<file path="src/rtl/sram_ctrl_pkg.sv">
package sram_ctrl_pkg;

  typedef enum logic [2:0] {
    PH_IDLE,
    PH_READ,
    PH_WSETUP,
    PH_WPULSE,
    PH_WRECOV,
    PH_SLEEP,
    PH_WAKE
  } phase_e;

  // ceiling of ns/period, never below one cycle
  function automatic int unsigned ns_to_cyc(input int unsigned ns, input int unsigned period);
    int unsigned c;
    c = (ns + period - 1) / period;
    return (c == 0) ? 1 : c;
  endfunction

  function automatic int unsigned umax(input int unsigned a, input int unsigned b);
    return (a > b) ? a : b;
  endfunction

endpackage

</file>
<file path="src/rtl/sram_phase_timer.sv">
module sram_phase_timer #(
  parameter int CNT_W = 2
) (
  input  logic             clk,
  input  logic             rst_n,
  input  logic             load,
  input  logic [CNT_W-1:0] load_val,
  output logic             expired
);
  logic [CNT_W-1:0] cnt_q;

  always_ff @(posedge clk) begin
    if (!rst_n)               cnt_q <= '0;
    else if (load)            cnt_q <= load_val;
    else if (cnt_q != '0)     cnt_q <= cnt_q - 1'b1;
  end

  assign expired = (cnt_q == '0);
endmodule

</file>
<file path="src/rtl/sram_ctrl_seq.sv">
module sram_ctrl_seq
  import sram_ctrl_pkg::*;
#(
  parameter int N_RD  = 2,
  parameter int N_WP  = 2,
  parameter int N_WR  = 1,
  parameter int N_RC  = 2,
  parameter int CNT_W = 2
) (
  input  logic clk,
  input  logic rst_n,
  input  logic req_valid,
  input  logic req_write,
  input  logic standby_req,
  output logic req_ready,
  output logic accept,
  output logic capture,
  output logic sel_n,
  output logic sel,
  output logic oe_n,
  output logic we_n,
  output logic dq_oe
);
  localparam logic [CNT_W-1:0] LD_RD = CNT_W'(N_RD - 1);
  localparam logic [CNT_W-1:0] LD_WP = CNT_W'(N_WP - 1);
  localparam logic [CNT_W-1:0] LD_WR = CNT_W'(N_WR - 1);
  localparam logic [CNT_W-1:0] LD_RC = CNT_W'(N_RC - 1);

  phase_e           ph_q, ph_d;
  logic             expired;
  logic             tmr_load;
  logic [CNT_W-1:0] tmr_val;

  assign req_ready = (ph_q == PH_IDLE) && !standby_req;
  assign accept    = req_valid && req_ready;
  assign capture   = (ph_q == PH_READ) && expired;

  always_comb begin
    ph_d = ph_q;
    unique case (ph_q)
      PH_IDLE: begin
        if (standby_req)    ph_d = PH_SLEEP;
        else if (req_valid) ph_d = req_write ? PH_WSETUP : PH_READ;
      end
      PH_READ:   if (expired) ph_d = PH_IDLE;
      PH_WSETUP: ph_d = PH_WPULSE;
      PH_WPULSE: if (expired) ph_d = PH_WRECOV;
      PH_WRECOV: if (expired) ph_d = PH_IDLE;
      PH_SLEEP:  if (!standby_req) ph_d = PH_WAKE;
      PH_WAKE:   if (expired) ph_d = PH_IDLE;
      default:   ph_d = PH_SLEEP;
    endcase
  end

  always_comb begin
    tmr_load = (ph_d != ph_q);
    unique case (ph_d)
      PH_READ:   tmr_val = LD_RD;
      PH_WPULSE: tmr_val = LD_WP;
      PH_WRECOV: tmr_val = LD_WR;
      PH_WAKE:   tmr_val = LD_RC;
      default:   tmr_val = '0;
    endcase
  end

  sram_phase_timer #(.CNT_W(CNT_W)) u_timer (
    .clk      (clk),
    .rst_n    (rst_n),
    .load     (tmr_load),
    .load_val (tmr_val),
    .expired  (expired)
  );

  // pins are registered from the next phase so they never glitch
  always_ff @(posedge clk) begin
    if (!rst_n) begin
      ph_q  <= PH_SLEEP;
      sel_n <= 1'b1;
      sel   <= 1'b0;
      oe_n  <= 1'b1;
      we_n  <= 1'b1;
      dq_oe <= 1'b0;
    end else begin
      ph_q  <= ph_d;
      sel_n <= (ph_d == PH_SLEEP);
      sel   <= (ph_d != PH_SLEEP);
      oe_n  <= (ph_d != PH_READ);
      we_n  <= (ph_d != PH_WPULSE);
      dq_oe <= ((ph_d == PH_WPULSE) && (ph_q == PH_WPULSE)) || (ph_d == PH_WRECOV);
    end
  end


  strobe_excl_chk: assert property (@(posedge clk) disable iff (!rst_n)
    !(!oe_n && !we_n));


  no_contention_chk: assert property (@(posedge clk) disable iff (!rst_n)
    dq_oe |-> oe_n);


  standby_float_chk: assert property (@(posedge clk) disable iff (!rst_n)
    sel_n |-> (!sel && oe_n && we_n && !dq_oe));


  drive_after_we_chk: assert property (@(posedge clk) disable iff (!rst_n)
    $rose(dq_oe) |-> (!we_n && !$past(we_n)));


  release_after_we_chk: assert property (@(posedge clk) disable iff (!rst_n)
    $fell(dq_oe) |-> (we_n && $past(we_n)));


  busy_after_accept_chk: assert property (@(posedge clk) disable iff (!rst_n)
    accept |=> !req_ready);


  standby_idle_only_chk: assert property (@(posedge clk) disable iff (!rst_n)
    $rose(sel_n) |-> $past(ph_q == PH_IDLE));
endmodule

</file>
<file path="src/rtl/sram_ctrl_dpath.sv">
module sram_ctrl_dpath #(
  parameter int ADDR_W = 13,
  parameter int DATA_W = 8
) (
  input  logic              clk,
  input  logic              rst_n,
  input  logic              accept,
  input  logic              capture,
  input  logic [ADDR_W-1:0] req_addr,
  input  logic [DATA_W-1:0] req_wdata,
  input  logic [DATA_W-1:0] dq_in,
  output logic [ADDR_W-1:0] mem_addr,
  output logic [DATA_W-1:0] dq_out,
  output logic              rsp_valid,
  output logic [DATA_W-1:0] rsp_rdata
);
  always_ff @(posedge clk) begin
    if (!rst_n) begin
      mem_addr <= '0;
      dq_out   <= '0;
    end else if (accept) begin
      mem_addr <= req_addr;
      dq_out   <= req_wdata;
    end
  end

  always_ff @(posedge clk) begin
    if (!rst_n) begin
      rsp_valid <= 1'b0;
      rsp_rdata <= '0;
    end else begin
      rsp_valid <= capture;
      if (capture) rsp_rdata <= dq_in;
    end
  end


  rsp_single_chk: assert property (@(posedge clk) disable iff (!rst_n)
    rsp_valid |=> !rsp_valid);
endmodule

</file>
<file path="src/rtl/sram_async_ctrl.sv">
module sram_async_ctrl
  import sram_ctrl_pkg::*;
#(
  parameter int ADDR_W        = 13,
  parameter int DATA_W        = 8,
  parameter int CLK_PERIOD_NS = 20,
  parameter int T_RC_NS       = 35,
  parameter int T_AA_NS       = 35,
  parameter int T_OE_NS       = 25,
  parameter int T_WC_NS       = 35,
  parameter int T_AW_NS       = 30,
  parameter int T_WP_NS       = 25,
  parameter int T_DW_NS       = 20,
  parameter int T_WHZ_NS      = 15
) (
  input  logic              clk,
  input  logic              rst_n,
  input  logic              req_valid,
  output logic              req_ready,
  input  logic              req_write,
  input  logic [ADDR_W-1:0] req_addr,
  input  logic [DATA_W-1:0] req_wdata,
  output logic              rsp_valid,
  output logic [DATA_W-1:0] rsp_rdata,
  input  logic              standby_req,
  output logic [ADDR_W-1:0] ram_addr,
  output logic              ram_sel_n,
  output logic              ram_sel,
  output logic              ram_oe_n,
  output logic              ram_we_n,
  output logic [DATA_W-1:0] ram_dq_out,
  output logic              ram_dq_oe,
  input  logic [DATA_W-1:0] ram_dq_in
);
  localparam int unsigned P     = CLK_PERIOD_NS;
  localparam int unsigned N_RD  = umax(umax(ns_to_cyc(T_AA_NS, P), ns_to_cyc(T_OE_NS, P)),
                                       ns_to_cyc(T_RC_NS, P));
  localparam int unsigned N_WP  = umax(umax(ns_to_cyc(T_WP_NS, P), ns_to_cyc(T_AW_NS, P)),
                                       umax(ns_to_cyc(T_WHZ_NS + T_DW_NS, P),
                                            1 + ns_to_cyc(T_DW_NS, P)));
  localparam int unsigned N_WC  = ns_to_cyc(T_WC_NS, P);
  localparam int unsigned N_WR  = (N_WC > N_WP + 1) ? (N_WC - N_WP - 1) : 1;
  localparam int unsigned N_RC  = ns_to_cyc(T_RC_NS, P);
  localparam int unsigned N_MAX = umax(umax(N_RD, N_WP), umax(N_WR, N_RC));
  localparam int          CNT_W = (N_MAX < 2) ? 1 : $clog2(N_MAX);

  logic accept, capture;

  sram_ctrl_seq #(
    .N_RD (N_RD), .N_WP (N_WP), .N_WR (N_WR), .N_RC (N_RC), .CNT_W (CNT_W)
  ) u_seq (
    .clk         (clk),
    .rst_n       (rst_n),
    .req_valid   (req_valid),
    .req_write   (req_write),
    .standby_req (standby_req),
    .req_ready   (req_ready),
    .accept      (accept),
    .capture     (capture),
    .sel_n       (ram_sel_n),
    .sel         (ram_sel),
    .oe_n        (ram_oe_n),
    .we_n        (ram_we_n),
    .dq_oe       (ram_dq_oe)
  );

  sram_ctrl_dpath #(.ADDR_W(ADDR_W), .DATA_W(DATA_W)) u_dpath (
    .clk       (clk),
    .rst_n     (rst_n),
    .accept    (accept),
    .capture   (capture),
    .req_addr  (req_addr),
    .req_wdata (req_wdata),
    .dq_in     (ram_dq_in),
    .mem_addr  (ram_addr),
    .dq_out    (ram_dq_out),
    .rsp_valid (rsp_valid),
    .rsp_rdata (rsp_rdata)
  );


  addr_hold_chk: assert property (@(posedge clk) disable iff (!rst_n)
    !$past(ram_we_n) |-> $stable(ram_addr));


  addr_move_on_accept_chk: assert property (@(posedge clk) disable iff (!rst_n)
    !$stable(ram_addr) |-> $past(accept));
endmodule

</file>
<file path="config.mk">
export PLATFORM = sky130hd
export DESIGN_NAME = sram_async_ctrl
export DESIGN_NICKNAME = d
export VERILOG_FILES = /design/src/rtl/sram_ctrl_pkg.sv /design/src/rtl/sram_phase_timer.sv /design/src/rtl/sram_ctrl_seq.sv /design/src/rtl/sram_ctrl_dpath.sv /design/src/rtl/sram_async_ctrl.sv
export SDC_FILE = /design/constraint.sdc
export NUM_CORES = 1
export LEC_CHECK = 0
export ABC_AREA = 0
export BUFFER_PORTS_ARGS = -buffer_cell sky130_fd_sc_hd__clkbuf_2
export CORE_MARGIN = 5
export CORE_UTILIZATION = 40
export CTS_CLUSTER_SIZE = 20
export DETAILED_ROUTE_END_ITERATION = 10
export HOLD_SLACK_MARGIN = 0.08
export PLACE_DENSITY_LB_ADDON = 0.12
export SLEW_MARGIN = 10
export SYNTH_ARGS = -nofsm -noshare
export SYNTH_HDL_FRONTEND = slang
export SYNTH_HIERARCHICAL = 1
export SYNTH_SLANG_ARGS = --single-unit
export TNS_END_PERCENT = 30
</file>
<file path="constraint.sdc">
create_clock -name clk -period 1.75 [get_ports clk]
set_input_delay 0.175 -clock clk [delete_from_list [all_inputs] [get_ports clk]]
set_output_delay 0.175 -clock clk [all_outputs]
set_load 0.05 [all_outputs]
</file>
Word-level counts from Yosys, hierarchy flattened:

Index checks and enable logic that the tools add are counted.

* latch bits: 0
* bits of input ports: 34
* memory bits (read-only): 0
* logic and storage cells: 47
* output and inout port bits: 36
* memory bits (writable): 0
* memories: 0
* register bits: 39

* order comparisons: 0
* eq/ne operators: 15
* add/sub/neg operators: 1
* shifts and indexed selects: 0
* reductions and logical operators: 9
* div/mod/pow operators: 0
* bitwise logic cells: 1
* multiplexer cells: 10
* multipliers: 0

Operator list (count)
* == test 3 bit, second input constant: 6
* two-way mux 3 bit: 5
* case mux 3 bit (5 select lines): 1
* == test 3 x 2 -> 1 bit, second input constant: 3
* == test 3 x 1 -> 1 bit, second input constant: 2
* OR reduction 3 bit: 2
* logical AND 1 bit: 4
* logical NOT 3 bit: 1
* two-way mux 1 bit: 3
* inequality test 3 x 1 -> 1 bit, second input constant: 1
* inequality test 3 x 2 -> 1 bit, second input constant: 1
* inequality test 3 bit: 1
* inequality test 3 bit, second input constant: 1
* two-way mux 2 bit: 1
* logical NOT 1 bit: 1
* logical OR 1 bit: 1
* NOT 1 bit: 1
* subtractor 1 bit, second input constant: 1

Longest topological paths before layout:

* depth in word-level cells: 8
* depth in mapped cells: 7
* depth with buffers taken out: 6

Modules after synthesis:

Netlist, hierarchy kept.

Modules (own cells, without submodules)
* sram_ctrl_dpath: area an instance 1148.6 µm², cells each 96, instances 1, sequential area each 600.6 µm²
* sram_ctrl_seq: area an instance 511.7 µm², cells each 63, instances 1, sequential area each 160.2 µm²
* sram_phase_timer: area an instance 30.0 µm², cells each 3, instances 1, sequential area each 20.0 µm²

Worst setup path after synthesis:

No wires, ideal clock.

* kind: register -> register
* start point: register u_seq.ph_q[2]
* end point: register u_dpath.dq_out[0]
* setup time: 117 ps
* path slack: -1214 ps
* period minus slack after synthesis: 2964 ps
* path buffers: 3
* data required time: 1633 ps
* cell stages (with the launch flop): 8
* arrival time: 2847 ps
* cell sequence: dfxtp_1 buf_2 nor4_1 and2_1 buf_6 buf_12 mux2i_1 nor2b_1

* word-level cells in the longest chain between the ends: 3

RTL lines
* from (decl): line sram_ctrl_seq.sv:29 `phase_e ph_q, ph_d;`
* from (signal assigned): line sram_ctrl_seq.sv:84 `ph_q <= ph_d;`
* logical NOT 3 bit: line sram_ctrl_seq.sv:34 `assign req_ready = (ph_q == PH_IDLE) && !standby_req;`
* logical AND 1 bit: line sram_ctrl_seq.sv:34
* named net req_ready: line sram_async_ctrl.sv:19 `output logic req_ready,`
* logical AND 1 bit: line sram_ctrl_seq.sv:35 `assign accept = req_valid && req_ready;`
* named net accept: line sram_async_ctrl.sv:47 `logic accept, capture;`
* to (signal assigned): line sram_ctrl_dpath.sv:23 `dq_out <= req_wdata;`
* to (decl): line sram_ctrl_dpath.sv:13 `output logic [DATA_W-1:0] dq_out,`

The timed path passes the listed nets, and every way through them passes these cells.
A chain may end at the register's enable or synchronous reset.

Worst setup path in the final report:

* start point: register u_seq.ph_q[0]
* end point: register u_seq.u_timer.cnt_q

* elaborated cells on any way between the ends: 21
* those cells by class: eq/ne (10); mux (8); reduce/logical (3)

RTL lines
* == test 3 bit, or another cell as far along: line sram_ctrl_seq.sv:40 `unique case (ph_q)`
* OR reduction 3 bit (no line) / two-way mux 3 bit (equally long branches)
* case mux 3 bit (5 select lines): line sram_ctrl_seq.sv:40
* inequality test 3 bit *: line sram_ctrl_seq.sv:56 `tmr_load = (ph_d != ph_q);`
* named net u_seq.tmr_load: line sram_ctrl_seq.sv:31 `logic tmr_load;`
* two-way mux 1 bit *: line sram_phase_timer.sv:14 `else if (load) cnt_q <= load_val;`
* to (signal assigned): line sram_phase_timer.sv:14
* to (signal assigned): line sram_phase_timer.sv:15 `else if (cnt_q != '0) cnt_q <= cnt_q - 1'b1;`
* to (decl): line sram_phase_timer.sv:10 `logic [CNT_W-1:0] cnt_q;`

The timed path passes the listed nets; every way through them passes the cells marked *.

==> run summary <==
Summed over all cells, the static leakage comes to 0.9016 nW. The logs give 281 for the non-filler instance count after layout and 0 for the residual overflow from global routing. The final worst setup slack is 0.1545 ns.

The run gives 273 as the cell count after placement. The worst setup path is captured at a flip-flop. From synthesis to final layout, the design area changed by 26.35%. After detailed routing, the average wire length per cell comes to 13.00 µm. The flow ran to the end, and the final reports show no timing, DRC or antenna violations. The critical path goes through inv_1, nor2_1, a31oi_1, o311ai_0, and3_1. Adding up every negative setup slack in the final design gives 0 ns.

Synthesis produced a netlist with a net count of 196. The tools report the master cell of the clock root buffer as sky130_fd_sc_hd__clkbuf_8. Once detailed placement completed, the half-perimeter wirelength came to 2689 µm.

For this run, the post-layout net count is 264. The cell type with the highest aggregate area in the netlist was sky130_fd_sc_hd__dfxtp_1. The H-tree was split into 2 levels. Port buffering added 69 buffers.

Measured against its own limit, the worst slew margin works out to 62.70%. In this run the critical register-to-register path is captured at u_seq/u_timer/cnt_q. VDD sags by at most 0.0004696 V. The clock arrives with 0.003527 ns of skew. The floorplan step set the die height to 75.01 µm. Clock-pin slew was measured on the worst setup and hold paths at 0.07 ns. For the pin with the worst max-slew slack, the measured transition is 0.5588 ns.

In this run the critical register-to-register path is launched from u_seq/ph_q[0]. The placeable core area was 4058 µm²; the post-cts hold buffer count was 0. After synthesis the cells add up to 1690 µm².

The floorplan step defined a die boundary enclosing 5626 µm². The worst path in the final design needs a cycle of 1.596 ns, including I/O delays and setup. The synthesized design devotes to its leading area cell type 46.19% of total area.

The tools report the launch point of the critical path as u_seq/ph_q[0]. The largest fanout on the critical path is 17, and the weighted congestion reported at the end of routability-driven placement is 0.8438. The run gives 2 as the maximum clock insertion buffer count. Setup repair after global routing left no endpoint under its margin. The tools report the max-slew violation total from the final report as 0.

The starting utilization of the core area is 41.66%, and the number of global-route vias before repair is 1,360. For this run, the number of Yosys warnings is 6. The critical path ends at u_seq/u_timer/cnt_q. Sorting the synthesized cells by area gives the leading types as sky130_fd_sc_hd__dfxtp_1 46%, sky130_fd_sc_hd__mux2i_1 18%, sky130_fd_sc_hd__nor2b_1 12%, sky130_fd_sc_hd__buf_12 2.4%, sky130_fd_sc_hd__buf_6 2.0%. The critical path required time came out at 1.97 ns. Entering global routing, the biggest net connects 36 pins.

Wire length reported by the detailed router: 3654 µm. Pin placement for this block handled 70 I/O pins. The category of the most critical setup path was reg -> reg. The logs give 0 for the number of buffers inserted by post-CTS setup repair and 0 for the number of hold-slack violations in the final timing report. The logs give 4 for the iteration count of the initial detailed-routing pass and 162 for the post-synthesis instance total.

Count of state elements after synthesis: 39. The largest single stage delay on the critical path is 0.68 ns. TritonCTS built the clock tree. Measured in cells, the most critical reg-to-reg path has a length of 5. The post-route DRC violation count is 0, and the final cell utilization of the core is 52.64%.

The routed layout has 1,332 vias. The tools report the count of standard-cell rows as 23. The worst path uses 91.17% of the clock period. With fillers left out, the area of the finished cells amounts to 2136 µm².

The via density per instance was 4.740; the worst slack at placement was 0.1750 ns. The largest individual stage delay along the critical path comes from the cell sky130_fd_sc_hd__dfxtp_1. The worst register-to-register path has a setup slack of 0.15 ns. In this run the remaining antenna-violating nets after routing total 0. For the post-synthesis sequential area ratio, the log shows 46.19%. After detailed placement, the total cell area comes to 2054 µm². The tools report the global router's overall resource usage as 12.94%. The first global-routing pass estimated 5671 µm of wire. For the number of buffers added by the clock tree synthesis step, the log shows 5.

In this run, the number of DRC markers left after iteration 0 of detailed routing was 43. The path type of the worst min-delay path was in -> reg. CTS saw 39 sinks. The floorplan die width was 75.01 µm.

The nature of the critical path startpoint was a flip-flop. For this design the ratio of total power to cell area is 969.2 nW/µm². The logs give 1.82 ns for the signal arrival time at the worst endpoint and 0 for the initial antenna violation count.

Once the clock tree was built, the resizer swapped 0 gates to a different size. The later pin in the worst-skew pair is clocked with a latency of 0.28 ns. The total of fill cells in the finished design is 376, and the final number of setup-violating endpoints is 0. After synthesis, the mean cell area works out to 10.43 µm². For the count of cell types in the netlist, the log shows 36. Cells with a size suffix above 1 make up 37.66% of the layout. Timing would allow up to 626.7 MHz. Max-cap violations in this run came to 0. The final antenna diode count was 0.
## report_power, final
part / leakage, nW / total [mW] / switching (mW) / internal (mW)
registers: 0.317 / 1.01 / 0.0643 / 0.943
logic: 0.542 / 0.501 / 0.307 / 0.194
clock network: 0.0422 / 0.562 / 0.282 / 0.279
total: 0.902 / 2.07 / 0.653 / 1.42
## synthesized netlist by cell type
| cell | number |
|---|---|
| sky130_fd_sc_hd__inv_1 | 5 |
| sky130_fd_sc_hd__and2_1 | 3 |
| sky130_fd_sc_hd__o311ai_0 | 1 |
| sky130_fd_sc_hd__o211a_1 | 1 |
| sky130_fd_sc_hd__o31a_1 | 1 |
| sky130_fd_sc_hd__or3_4 | 1 |
| sky130_fd_sc_hd__a22oi_1 | 1 |
| sky130_fd_sc_hd__o22ai_1 | 1 |
| sky130_fd_sc_hd__o21a_1 | 1 |
| sky130_fd_sc_hd__a2bb2oi_1 | 1 |
| sky130_fd_sc_hd__o2111ai_2 | 1 |
| sky130_fd_sc_hd__buf_2 | 3 |
| sky130_fd_sc_hd__o21ai_1 | 1 |
| sky130_fd_sc_hd__nor4_1 | 1 |
| sky130_fd_sc_hd__or4b_1 | 1 |
| sky130_fd_sc_hd__a31oi_1 | 1 |
| sky130_fd_sc_hd__mux2_2 | 1 |
| sky130_fd_sc_hd__o22ai_2 | 1 |
| sky130_fd_sc_hd__o21ai_0 | 2 |
| sky130_fd_sc_hd__nand3_1 | 3 |
| sky130_fd_sc_hd__or3_1 | 1 |
| sky130_fd_sc_hd__buf_12 | 2 |
| sky130_fd_sc_hd__buf_6 | 3 |
| sky130_fd_sc_hd__mux2i_1 | 30 |
| sky130_fd_sc_hd__nand2_2 | 1 |
| sky130_fd_sc_hd__clkbuf_1 | 3 |
| sky130_fd_sc_hd__and2b_1 | 1 |
| sky130_fd_sc_hd__o221ai_1 | 1 |
| sky130_fd_sc_hd__nor3_1 | 1 |
| sky130_fd_sc_hd__buf_4 | 1 |
| sky130_fd_sc_hd__nor2_1 | 6 |
| sky130_fd_sc_hd__nand2_1 | 4 |
| sky130_fd_sc_hd__nor2b_1 | 33 |
| sky130_fd_sc_hd__and3_1 | 1 |
| sky130_fd_sc_hd__dfxtp_1 | 39 |
| sky130_fd_sc_hd__a21oi_1 | 4 |
## kinds of logic after synthesis
family,after synthesis,share of synthesized area (%)
DFF,39,46.19
and+or+nand+nor,57,19.91
muxes,31,18.43
AOI/OAI and AO/OA,18,7.995
buffers and inverters,17,7.476
## routing by layer
metal	up-vias	routed length (µm)	track usage, %
li1	685	-	-
met1	594	1581	14.68
met2	49	1766	23.11
met3	4	278	3.738
met4	0	27	4.348
met5	-	0	0
## area by class of cell
type	instances	area (µm²)	share of cell area (%)
inverter	5	18.77	0.8787
timing repair buffer	73	387.9	18.16
sequential	39	782.0	36.61
clock inverter	1	5.005	0.2343
multi-input combinational	106	803.3	37.61
tap	50	62.56	2.929
clock buffer	7	76.32	3.574
## registers in the layout, summed over array words and instances (netlist names), 3 cells and up
register / cells
u_dpath/dq_out: 8
u_dpath/mem_addr: 13
u_dpath/rsp_rdata: 8
u_seq/ph_q: 3
## worst max-delay path: cells and delay by family (launching register included)
| kind | cells | cell delay [ns] |
|---|---|---|
| buffers and inverters | 1 | 0.15 |
| DFF | 1 | 0.68 |
| AOI/OAI and AO/OA | 2 | 0.37 |
| and+or+nand+nor | 2 | 0.34 |
## placed cells by master (no fill, tap or decap), types with 2 or more instances in the layout
master,count
sky130_fd_sc_hd__clkbuf_2,69
sky130_fd_sc_hd__dfxtp_1,38
sky130_fd_sc_hd__nor2b_1,33
sky130_fd_sc_hd__mux2i_1,30
sky130_fd_sc_hd__nor2_1,6
sky130_fd_sc_hd__clkbuf_8,5
sky130_fd_sc_hd__inv_1,5
sky130_fd_sc_hd__a21oi_1,4
sky130_fd_sc_hd__nand2_1,4
sky130_fd_sc_hd__buf_4,3
sky130_fd_sc_hd__and2_1,3
sky130_fd_sc_hd__nand3_1,3
sky130_fd_sc_hd__clkbuf_1,2
sky130_fd_sc_hd__o21ai_0,2
## through the flow
stage	power, mW	hold slack [ns]
5_1_grt	2.187	0.09851
2_1_floorplan	1.416	0.2436
4_1_cts	2.105	0.09326
3_3_place_gp	1.520	0.3848
6_report	2.070	0.1005
3_5_place_dp	1.530	0.3899
## how the worst min path moves through the flow
stage / slack (ns) / cells after the start / startpoint / to
detailed placement: 0.39 / 2 / rst_n / u_seq/ph_q[2]
global route: 0.1 / 2 / rst_n / u_seq/ph_q[2]
CTS: 0.09 / 2 / rst_n / u_seq/ph_q[2]
finish: 0.10 / 2 / rst_n / u_seq/ph_q[2]
global placement: 0.38 / 2 / rst_n / u_seq/ph_q[2]
floorplan: 0.24 / 1 / rst_n / u_seq/ph_q[0]
No activity file was read; power rests on OpenSTA's default activity.
